<file path="src/rtl/sched_pkg.sv">
package sched_pkg;

  typedef enum logic {CH_IDLE = 1'b0, CH_BUSY = 1'b1} ch_state_e;

  // true when candidate a outranks candidate b: urgency, then row hit, then age
  function automatic logic outranks(input logic a_urg, input logic a_hit,
                                    input logic a_older,
                                    input logic b_urg, input logic b_hit);
    if (a_urg != b_urg) return a_urg;
    if (a_hit != b_hit) return a_hit;
    return a_older;
  endfunction

endpackage

</file>
<file path="src/rtl/sched_open_rows.sv">
module sched_open_rows #(
  parameter int NUM_BANKS = 4,
  parameter int ROW_W     = 8,
  parameter int DEPTH     = 4,
  localparam int BANK_W   = (NUM_BANKS > 1) ? $clog2(NUM_BANKS) : 1
) (
  input  logic                          clk,
  input  logic                          rst,
  input  logic                          upd_en,
  input  logic [BANK_W-1:0]             upd_bank,
  input  logic [ROW_W-1:0]              upd_row,
  input  logic [DEPTH-1:0][BANK_W-1:0]  q_bank,
  input  logic [DEPTH-1:0][ROW_W-1:0]   q_row,
  output logic [DEPTH-1:0]              q_hit
);

  logic [NUM_BANKS-1:0]            open_v;
  logic [NUM_BANKS-1:0][ROW_W-1:0] open_row;

  always_ff @(posedge clk) begin
    if (rst) begin
      open_v <= '0;
    end else if (upd_en) begin
      open_v[upd_bank] <= 1'b1;
    end
  end

  always_ff @(posedge clk) begin
    if (upd_en) open_row[upd_bank] <= upd_row;
  end

  for (genvar g = 0; g < DEPTH; g++) begin : g_lookup
    assign q_hit[g] = open_v[q_bank[g]] && (open_row[q_bank[g]] == q_row[g]);
  end

endmodule

</file>
<file path="src/rtl/sched_pick.sv">
module sched_pick
  import sched_pkg::*;
#(
  parameter int DEPTH  = 4,
  parameter int SEQ_W  = 8,
  localparam int IDX_W = (DEPTH > 1) ? $clog2(DEPTH) : 1
) (
  input  logic [DEPTH-1:0]             cand,
  input  logic [DEPTH-1:0]             urg,
  input  logic [DEPTH-1:0]             hit,
  input  logic [DEPTH-1:0][SEQ_W-1:0]  seq,
  output logic                         any,
  output logic [IDX_W-1:0]             idx
);

  logic [SEQ_W-1:0] diff;

  always_comb begin
    any  = 1'b0;
    idx  = '0;
    diff = '0;
    for (int i = 0; i < DEPTH; i++) begin
      if (cand[i]) begin
        // wrap-safe age order: negative difference means entry i arrived first
        diff = seq[i] - seq[idx];
        if (!any || outranks(urg[i], hit[i], diff[SEQ_W-1], urg[idx], hit[idx])) begin
          idx = IDX_W'(i);
          any = 1'b1;
        end
      end
    end
  end

endmodule

</file>
<file path="src/rtl/mem_req_sched.sv">
module mem_req_sched
  import sched_pkg::*;
#(
  parameter int DEPTH     = 4,
  parameter int NUM_BANKS = 4,
  parameter int CORE_W    = 3,
  parameter int ROW_W     = 8,
  parameter int SEQ_W     = 8,
  parameter int HIT_LAT   = 1,
  parameter int MISS_LAT  = 3,
  localparam int BANK_W   = (NUM_BANKS > 1) ? $clog2(NUM_BANKS) : 1,
  localparam int IDX_W    = (DEPTH > 1) ? $clog2(DEPTH) : 1,
  localparam int LAT_MAX  = (HIT_LAT > MISS_LAT) ? HIT_LAT : MISS_LAT,
  localparam int CNT_W    = $clog2(LAT_MAX + 1)
) (
  input  logic              clk,
  input  logic              rst,
  input  logic              in_valid,
  output logic              in_ready,
  input  logic [CORE_W-1:0] in_core,
  input  logic [BANK_W-1:0] in_bank,
  input  logic [ROW_W-1:0]  in_row,
  input  logic              in_urgent,
  output logic              issue_valid,
  output logic [CORE_W-1:0] issue_core,
  output logic [BANK_W-1:0] issue_bank,
  output logic [ROW_W-1:0]  issue_row,
  output logic              issue_urgent,
  output logic              issue_hit
);

  logic [DEPTH-1:0]              slot_v;
  logic [DEPTH-1:0][CORE_W-1:0]  slot_core;
  logic [DEPTH-1:0][BANK_W-1:0]  slot_bank;
  logic [DEPTH-1:0][ROW_W-1:0]   slot_row;
  logic [DEPTH-1:0]              slot_urg;
  logic [DEPTH-1:0][SEQ_W-1:0]   slot_seq;
  logic [DEPTH-1:0]              slot_hit;
  logic [DEPTH-1:0]              cand;

  logic [SEQ_W-1:0] seq_ctr;
  logic [CNT_W-1:0] svc_cnt;
  logic [IDX_W-1:0] svc_idx;
  logic [IDX_W-1:0] free_idx;
  logic [IDX_W-1:0] pick_idx;
  logic             pick_any;
  logic             accept;
  logic             start;
  ch_state_e        ch_state;

  assign ch_state = (svc_cnt != '0) ? CH_BUSY : CH_IDLE;
  assign in_ready = ~&slot_v;
  assign accept   = in_valid && in_ready;
  assign start    = (ch_state == CH_IDLE) && pick_any;

  always_comb begin
    free_idx = '0;
    for (int i = DEPTH - 1; i >= 0; i--) begin
      if (!slot_v[i]) free_idx = IDX_W'(i);
    end
  end

  for (genvar g = 0; g < DEPTH; g++) begin : g_cand
    assign cand[g] = slot_v[g] && !((ch_state == CH_BUSY) && (svc_idx == IDX_W'(g)));
  end

  sched_open_rows #(
    .NUM_BANKS (NUM_BANKS),
    .ROW_W     (ROW_W),
    .DEPTH     (DEPTH)
  ) rows_i (
    .clk      (clk),
    .rst      (rst),
    .upd_en   (start),
    .upd_bank (slot_bank[pick_idx]),
    .upd_row  (slot_row[pick_idx]),
    .q_bank   (slot_bank),
    .q_row    (slot_row),
    .q_hit    (slot_hit)
  );

  sched_pick #(
    .DEPTH (DEPTH),
    .SEQ_W (SEQ_W)
  ) pick_i (
    .cand (cand),
    .urg  (slot_urg),
    .hit  (slot_hit),
    .seq  (slot_seq),
    .any  (pick_any),
    .idx  (pick_idx)
  );

  // request payload storage: written on accept only, no reset needed
  always_ff @(posedge clk) begin
    if (accept) begin
      slot_core[free_idx] <= in_core;
      slot_bank[free_idx] <= in_bank;
      slot_row[free_idx]  <= in_row;
      slot_urg[free_idx]  <= in_urgent;
      slot_seq[free_idx]  <= seq_ctr;
    end
  end

  always_ff @(posedge clk) begin
    if (rst) begin
      slot_v      <= '0;
      seq_ctr     <= '0;
      svc_cnt     <= '0;
      svc_idx     <= '0;
      issue_valid <= 1'b0;
    end else begin
      issue_valid <= start;
      if (start) begin
        svc_idx <= pick_idx;
        svc_cnt <= slot_hit[pick_idx] ? CNT_W'(HIT_LAT) : CNT_W'(MISS_LAT);
      end else if (ch_state == CH_BUSY) begin
        svc_cnt <= svc_cnt - 1'b1;
        if (svc_cnt == CNT_W'(1)) slot_v[svc_idx] <= 1'b0;
      end
      if (accept) begin
        slot_v[free_idx] <= 1'b1;
        seq_ctr          <= seq_ctr + 1'b1;
      end
    end
  end

  always_ff @(posedge clk) begin
    if (start) begin
      issue_core   <= slot_core[pick_idx];
      issue_bank   <= slot_bank[pick_idx];
      issue_row    <= slot_row[pick_idx];
      issue_urgent <= slot_urg[pick_idx];
      issue_hit    <= slot_hit[pick_idx];
    end
  end

endmodule

</file>
<file path="config.mk">
export PLATFORM = sky130hd
export DESIGN_NAME = mem_req_sched
export DESIGN_NICKNAME = d
export VERILOG_FILES = /design/src/rtl/sched_pkg.sv /design/src/rtl/sched_open_rows.sv /design/src/rtl/sched_pick.sv /design/src/rtl/mem_req_sched.sv
export SDC_FILE = /design/constraint.sdc
export NUM_CORES = 1
export LEC_CHECK = 0
export ABC_AREA = 1
export BUFFER_PORTS_ARGS = -buffer_cell sky130_fd_sc_hd__buf_4
export CAP_MARGIN = 15
export CORE_UTILIZATION = 47
export CTS_CLUSTER_SIZE = 16
export DETAILED_ROUTE_END_ITERATION = 7
export GPL_TIMING_DRIVEN = 0
export PLACE_DENSITY = 0.7
export RECOVER_POWER = 25
export SYNTH_ARGS = -nofsm -noshare
export SYNTH_HDL_FRONTEND = slang
export SYNTH_SLANG_ARGS = --single-unit
</file>
<file path="constraint.sdc">
create_clock -name clk -period 15.5 [get_ports clk]
set_clock_uncertainty 0.1 [all_clocks]
set_input_delay 1.55 -clock clk [delete_from_list [all_inputs] [get_ports clk]]
set_output_delay 1.55 -clock clk [all_outputs]
set_load 0.01 [all_outputs]
</file>
==> flow_summary.toml, run 1 <==
[min_path]
min_path_type = "register to register"

[drt]
met2_length_mm = 9.33
wirelength_mm = 21.0
vias = 6545
drt_iter0_drc = 774
met1_length_mm = 9.11
first_pass_iters = 8
wl_per_cell_um = 18.0
drc_errors = 0
via_per_inst = 5.60
wl_met3_mm = 2.16
top_layer = "met4"
ant_nets = 0

[cts]
cts_buffer_depth = 2
cts_resized = 0
cts_made_buffers = 17
cts_tree = "done"
clk_pin_slew_worst_paths_ns = 0.06
ctsHoldBuffers = 0
cts_setup_buffers = 0
htree_num_levels = 4
cts_root_buf = "clkbuf_16"
cts_sinks = 156
clk_latency_ns = 0.44

[setup_path]
timing.critical_path.mode_cell = "nand2_1"
cp-start-kind = "register"
path_class = "register to register"
cp_slowest_stage_delay_ns = 0.74
crit_path_end_kind = "register"
critPathMaxFanout = 10
critPathArrivalTime_ns = 7.84
worstPathRequired_ns = 15.50
crit_slowest_cell = "a211oi_1"

[layout]
n_antenna_cell = 0
final_common_cell = "nand2_1"
syn_to_final_growth_pct = 14.2
final_core_util_pct = 55.1
final-seq-area_mm2 = 0.00447
drive_gt1_share_pct = 9.81
final_nets = 973
stdcell_area_mm2 = 0.00914
nFillCells = 1495
layout_common_cells = "nand2_1, edfxtp_1, inv_1, nand3_1, o21ai_0"
multiInputGateArea_mm2 = 0.00304

[yosys]
ys_seq_area_share_pct = 55.9
syn_area_mm2 = 0.00800
synth_top_family_by_area = "simple AND/OR/NAND/NOR gates"
synthSimpleGateAreaFrac_pct = 21.7
synth_top_cell_by_area = "edfxtp_1"
syn_inst = 877
synthXorXnorAreaFrac_pct = 1.42
synth_top_area_share_pct = 50.7
synth_fa_ha_area_share_pct = 3.28
synth.mux.area_fraction_pct = 0
ys_types = 41
synth-compound-area-share_pct = 11.3
synth_area_leaders = "edfxtp_1, nand2_1, dfxtp_1"
syn_avg_cell_area_um2 = 9.13
yosysWarnings = 0
ys_ff_latch = 156
syn_nets = 915

[place]
hpwl_mm = 15.1
place_area_mm2 = 0.00861
post-place-ws_ns = 7.86
numPortBuffers = 32
place_congestion = 0.980

[power_and_ir_drop]
max-vdd-ir-drop_mv = 0.105
power_density_mw_per_mm2 = 145
p_leak_nw = 3.76
p_total_w = 0.00132

[timing]
setup_violations = 0
min_period_over_period_pct = 50.6
setup_slack_ns = 7.65
slew_headroom_pct = 28.9
post-route-min-period_ns = 7.85
maxSlewViolCount = 0
final-hold-violation-count = 0
tightest_slew_ns = 1.06
setup_tns_ns = 0
fmax_mhz = 127
grt_setup_unrepaired = "no"

[die]
ioPinCount = 34
die_w_um = 132
die_h_um = 132
start_util_pct = 48.3
die-area_mm2 = 0.0176
rows = 47
coreArea_mm2 = 0.0166

[grt]
overflow = 0
grt_pass1_vias = 6017
track_usage_pct = 25.2
antenna_found_initial = 0
grt_pass1_wl_mm = 33.0
grt_max_degree = 24

[run]
maxCapViolations = 0

[run_status]
outcome = "complete, no violations"
routing by layer:
metal  vias up  global-route usage (%)
li1       3127                       -
met5         -                       0
met4         0                    10.7
met1      3033                    36.1
met2       349                    37.3
met3        36                    4.98
path summary, 6_finish.rpt:
kind / from / endpoint / slack (ns) / depth (start not counted)
max reg2reg: slot_bank[0]$_DFFE_PP_ / rows_i.open_row[1]$_DFFE_PP_ / 7.65 / 46
min: rows_i.open_v[3]$_SDFFE_PP0P_ / rows_i.open_v[3]$_SDFFE_PP0P_ / 0.44 / 2
max: slot_bank[0]$_DFFE_PP_ / rows_i.open_row[1]$_DFFE_PP_ / 7.65 / 46
min reg2reg: rows_i.open_v[3]$_SDFFE_PP0P_ / rows_i.open_v[3]$_SDFFE_PP0P_ / 0.44 / 2
cell usage after synthesis, drive strengths merged:
master and number:
nand3 72, o2111ai 2, nand3b 7, nor3 16
a32o 6, inv 89, nor2 60, o21ai 66
nand2 247, dfxtp 21, nor4 3, o21a 1
xnor2 3, a22o 1, nor2b 1, nand4 2
a32oi 3, or2 1, o22ai 10, and3 1
a31oi 2, o31ai 1, ha 21, edfxtp 135
a211oi 15, o2bb2ai 1, clkinv 2, a21oi 43
o211ai 4, buf 16, clkbuf 14, nor3b 1
xor2 10
state kept, by name, indices dropped and copies added (netlist names), 8 cells and up:
signal,flops
rows_i.open_row,32
slot_seq,32
slot_core,12
slot_bank,8
slot_row,32
issue_row,8
seq_ctr,8
report_power, final:
group	total (W)	leakage [nW]	internal (W)	switching [W]
logic	0.000351	2.06	0.000115	0.000236
clock network	0.000406	0.276	0.000230	0.000176
registers	0.000566	1.42	0.000533	0.0000332
total	0.00132	3.76	0.000878	0.000445
cells by family after synthesis:
group,count (synthesis)
and+or+nand+nor,411
DFF,156
AOI/OAI and AO/OA,155
buffers and inverters,121
adders and majority gates,21
xor gates and xnor gates,13
cell type report:
cell class / count / share of cell area (%)
Clock buffer: 20 / 4.89
Clock inverter: 12 / 1.41
Inverter: 91 / 3.74
Tap cell: 220 / 3.01
Timing Repair Buffer: 39 / 2.87
Sequential cell: 156 / 49.0
Multi-Input combinational cell: 600 / 33.3
Buffer: 30 / 1.83
metrics by stage:
stage                     hold WS [ns]  cells
after global placement           0.417   1129
after floorplan                  0.382    877
after global routing             0.459   1168
after detailed placement         0.422   1136
after CTS                        0.433   1168
final                            0.437   1168
worst max-delay path: cells and delay by family, from the launching register on:
family	cells	cell delay, ns
AO/OA/AOI/OAI	8	2.30
adder cells (fa/ha/maj)	2	0.66
buffers and inverters	7	1.67
flip-flops	1	0.49
AND/OR/NAND/NOR	29	2.27
No activity file was read; power rests on OpenSTA's default activity.
==> inputs of run 2 (changes only) <==
Clock period 15.5 ns to 7.4 ns, I/O delays scaled along.
==> run 2 against run 1 <==
Effect of this change: non-clock buffer count is 4 higher; combinational power increased by 120%; hold slack hardly changed; count of clock-buffer cells in the layout is the same; worst setup slack worse by 7.0 ns; register-to-register slack lost 7.0 ns; routed wire length up 1.1%; die area stayed put; global-route usage about the same; critical path type unchanged.
==> flow_summary.toml, run 2 (same netlist as run 1, synthesis figures left out) <==
[drt]
ant_nets = 0
first_pass_iters = 5
drc_errors = 0
wirelength_mm = 21.3
via_per_inst = 5.60
drt_iter0_drc = 851
wl_per_cell_um = 18.1
vias = 6572

[timing]
tightest_slew_ns = 0.886
slew_headroom_pct = 40.8
min_period_over_period_pct = 91.4
maxSlewViolCount = 0
grt_setup_unrepaired = "yes"
final-hold-violation-count = 0
setup_violations = 0
setup_tns_ns = 0
post-route-min-period_ns = 6.76
fmax_mhz = 148

[cts]
cts_buffer_depth = 2
clk_latency_ns = 0.43
clk_pin_slew_worst_paths_ns = 0.06
ctsHoldBuffers = 0
cts_made_buffers = 17
cts_sinks = 156
cts_tree = "done"
htree_num_levels = 4
cts_root_buf = "clkbuf_16"

[power_and_ir_drop]
pwr-share-comb_pct = 27.8
max-vdd-ir-drop_mv = 0.221
seqPwrFrac_pct = 42.0
p_switching_w = 0.000958
p_leak_nw = 3.79
internal_power_w = 0.00186
power_density_mw_per_mm2 = 304
clkPwrFrac_pct = 30.2
switching_share_pct = 34.0

[place]
hpwl_mm = 15.1
numPortBuffers = 32
place_area_mm2 = 0.00861
place_congestion = 0.980

[run_status]
outcome = "complete, no violations"

[layout]
final_nets = 978
stdcell_area_mm2 = 0.00927
layout_common_cells = "nand2_1, edfxtp_1, inv_1, nand3_1, o21ai_0"
nFillCells = 1493
drive_gt1_share_pct = 12.2
n_antenna_cell = 0
reg.largest.list = "rows_i.open_row (32), slot_row (32), slot_seq (32)"
final-seq-area_mm2 = 0.00447
final_common_cell = "nand2_1"
multiInputGateArea_mm2 = 0.00313
syn_to_final_growth_pct = 15.9

[die]
die-area_mm2 = 0.0176
coreArea_mm2 = 0.0166
ioPinCount = 34
die_w_um = 132
rows = 47
start_util_pct = 48.3
die_h_um = 132

[grt]
track_usage_pct = 25.2
grt_pass1_vias = 6029
overflow = 0
antenna_found_initial = 0
grt_pass1_wl_mm = 33.0
grt_max_degree = 24

[setup_path]
crit_slowest_cell = "a211oi_2"
crit_path_end_kind = "register"
timing.critical_path.mode_cell = "nand2_1"
cp_slowest_stage_delay_ns = 0.48
critPathMaxFanout = 10
worstPathRequired_ns = 7.46
cp-start-kind = "register"
path_class = "register to register"
critPathArrivalTime_ns = 6.82

[min_path]
min_path_type = "register to register"

[run]
maxCapViolations = 0
-- run 2: changes by cell type in the layout (fill, tap and decap cells not counted), sizes merged --
cell and change:
buf +4, clkinvlp +2, inv -2, nand2 +1
-- run 2: metrics by stage --
step                setup WS [ns]  hold WS (ns)  total power, W  instances  utilization [%]
global placement           -0.235         0.417         0.00190       1129             51.4
floorplan                    1.49         0.382         0.00166        877                -
detailed placement         -0.241         0.422         0.00193       1136             51.9
CTS                        0.0658         0.391         0.00278       1168             55.6
finish                      0.638         0.437         0.00282       1173             55.9
global route              -0.0264         0.459         0.00296       1173             55.9
-- run 2: power by group through the flow --
stage / logic (W) / clock network, W / registers [W]
finish: 0.000785 / 0.000851 / 0.00118
floorplan: 0.000461 / 0 / 0.00120
global route: 0.000869 / 0.000897 / 0.00119
global placement: 0.000699 / 0 / 0.00120
CTS: 0.000744 / 0.000858 / 0.00118
detailed placement: 0.000728 / 0 / 0.00120
-- run 2: layout make-up --
cell class / count / share of cell area [%]
flip-flops and latches: 156 / 48.2
multi-input cells: 601 / 33.8
clock buffers: 20 / 4.82
inverters: 91 / 3.76
repair buffers: 43 / 3.12
well taps: 220 / 2.97
plain buffers: 30 / 1.90
clock inverters: 12 / 1.39
-- run 2: worst paths after layout --
| kind | start | end | slack [ns] | depth (start not counted) |
|---|---|---|---|---|
| hold / removal | rows_i.open_v[3]$_SDFFE_PP0P_ | rows_i.open_v[3]$_SDFFE_PP0P_ | 0.44 | 2 |
| setup / recovery | slot_bank[2]$_DFFE_PP_ | rows_i.open_row[12]$_DFFE_PP_ | 0.64 | 47 |
| setup reg to reg | slot_bank[2]$_DFFE_PP_ | rows_i.open_row[12]$_DFFE_PP_ | 0.64 | 47 |
| hold reg to reg | rows_i.open_v[3]$_SDFFE_PP0P_ | rows_i.open_v[3]$_SDFFE_PP0P_ | 0.44 | 2 |
-- run 2: worst max-delay path: cells and delay by family (launching register included) --
family	cells	cell delay (ns)
adder cells (fa/ha/maj)	2	0.60
flip-flops	1	0.46
buffers and inverters	6	1.13
AO/OA/AOI/OAI	8	1.58
AND/OR/NAND/NOR	31	2.61
-- run 2: metal layers --
metal	GRT usage [%]	up-vias	wire length, µm
li1	-	3142	-
met1	36.3	3067	9270
met2	37.5	319	9390
met3	4.56	44	2160
met4	10.8	0	471
met5	0	-	0
-- run 2: what timing repair did --
action | CTS | global route
gates cloned | 0 | 1
buffers inserted | 0 | 4
pin swaps | 0 | 3
resized for setup | 9 | 21
endpoints found under the setup margin | 74 | 85
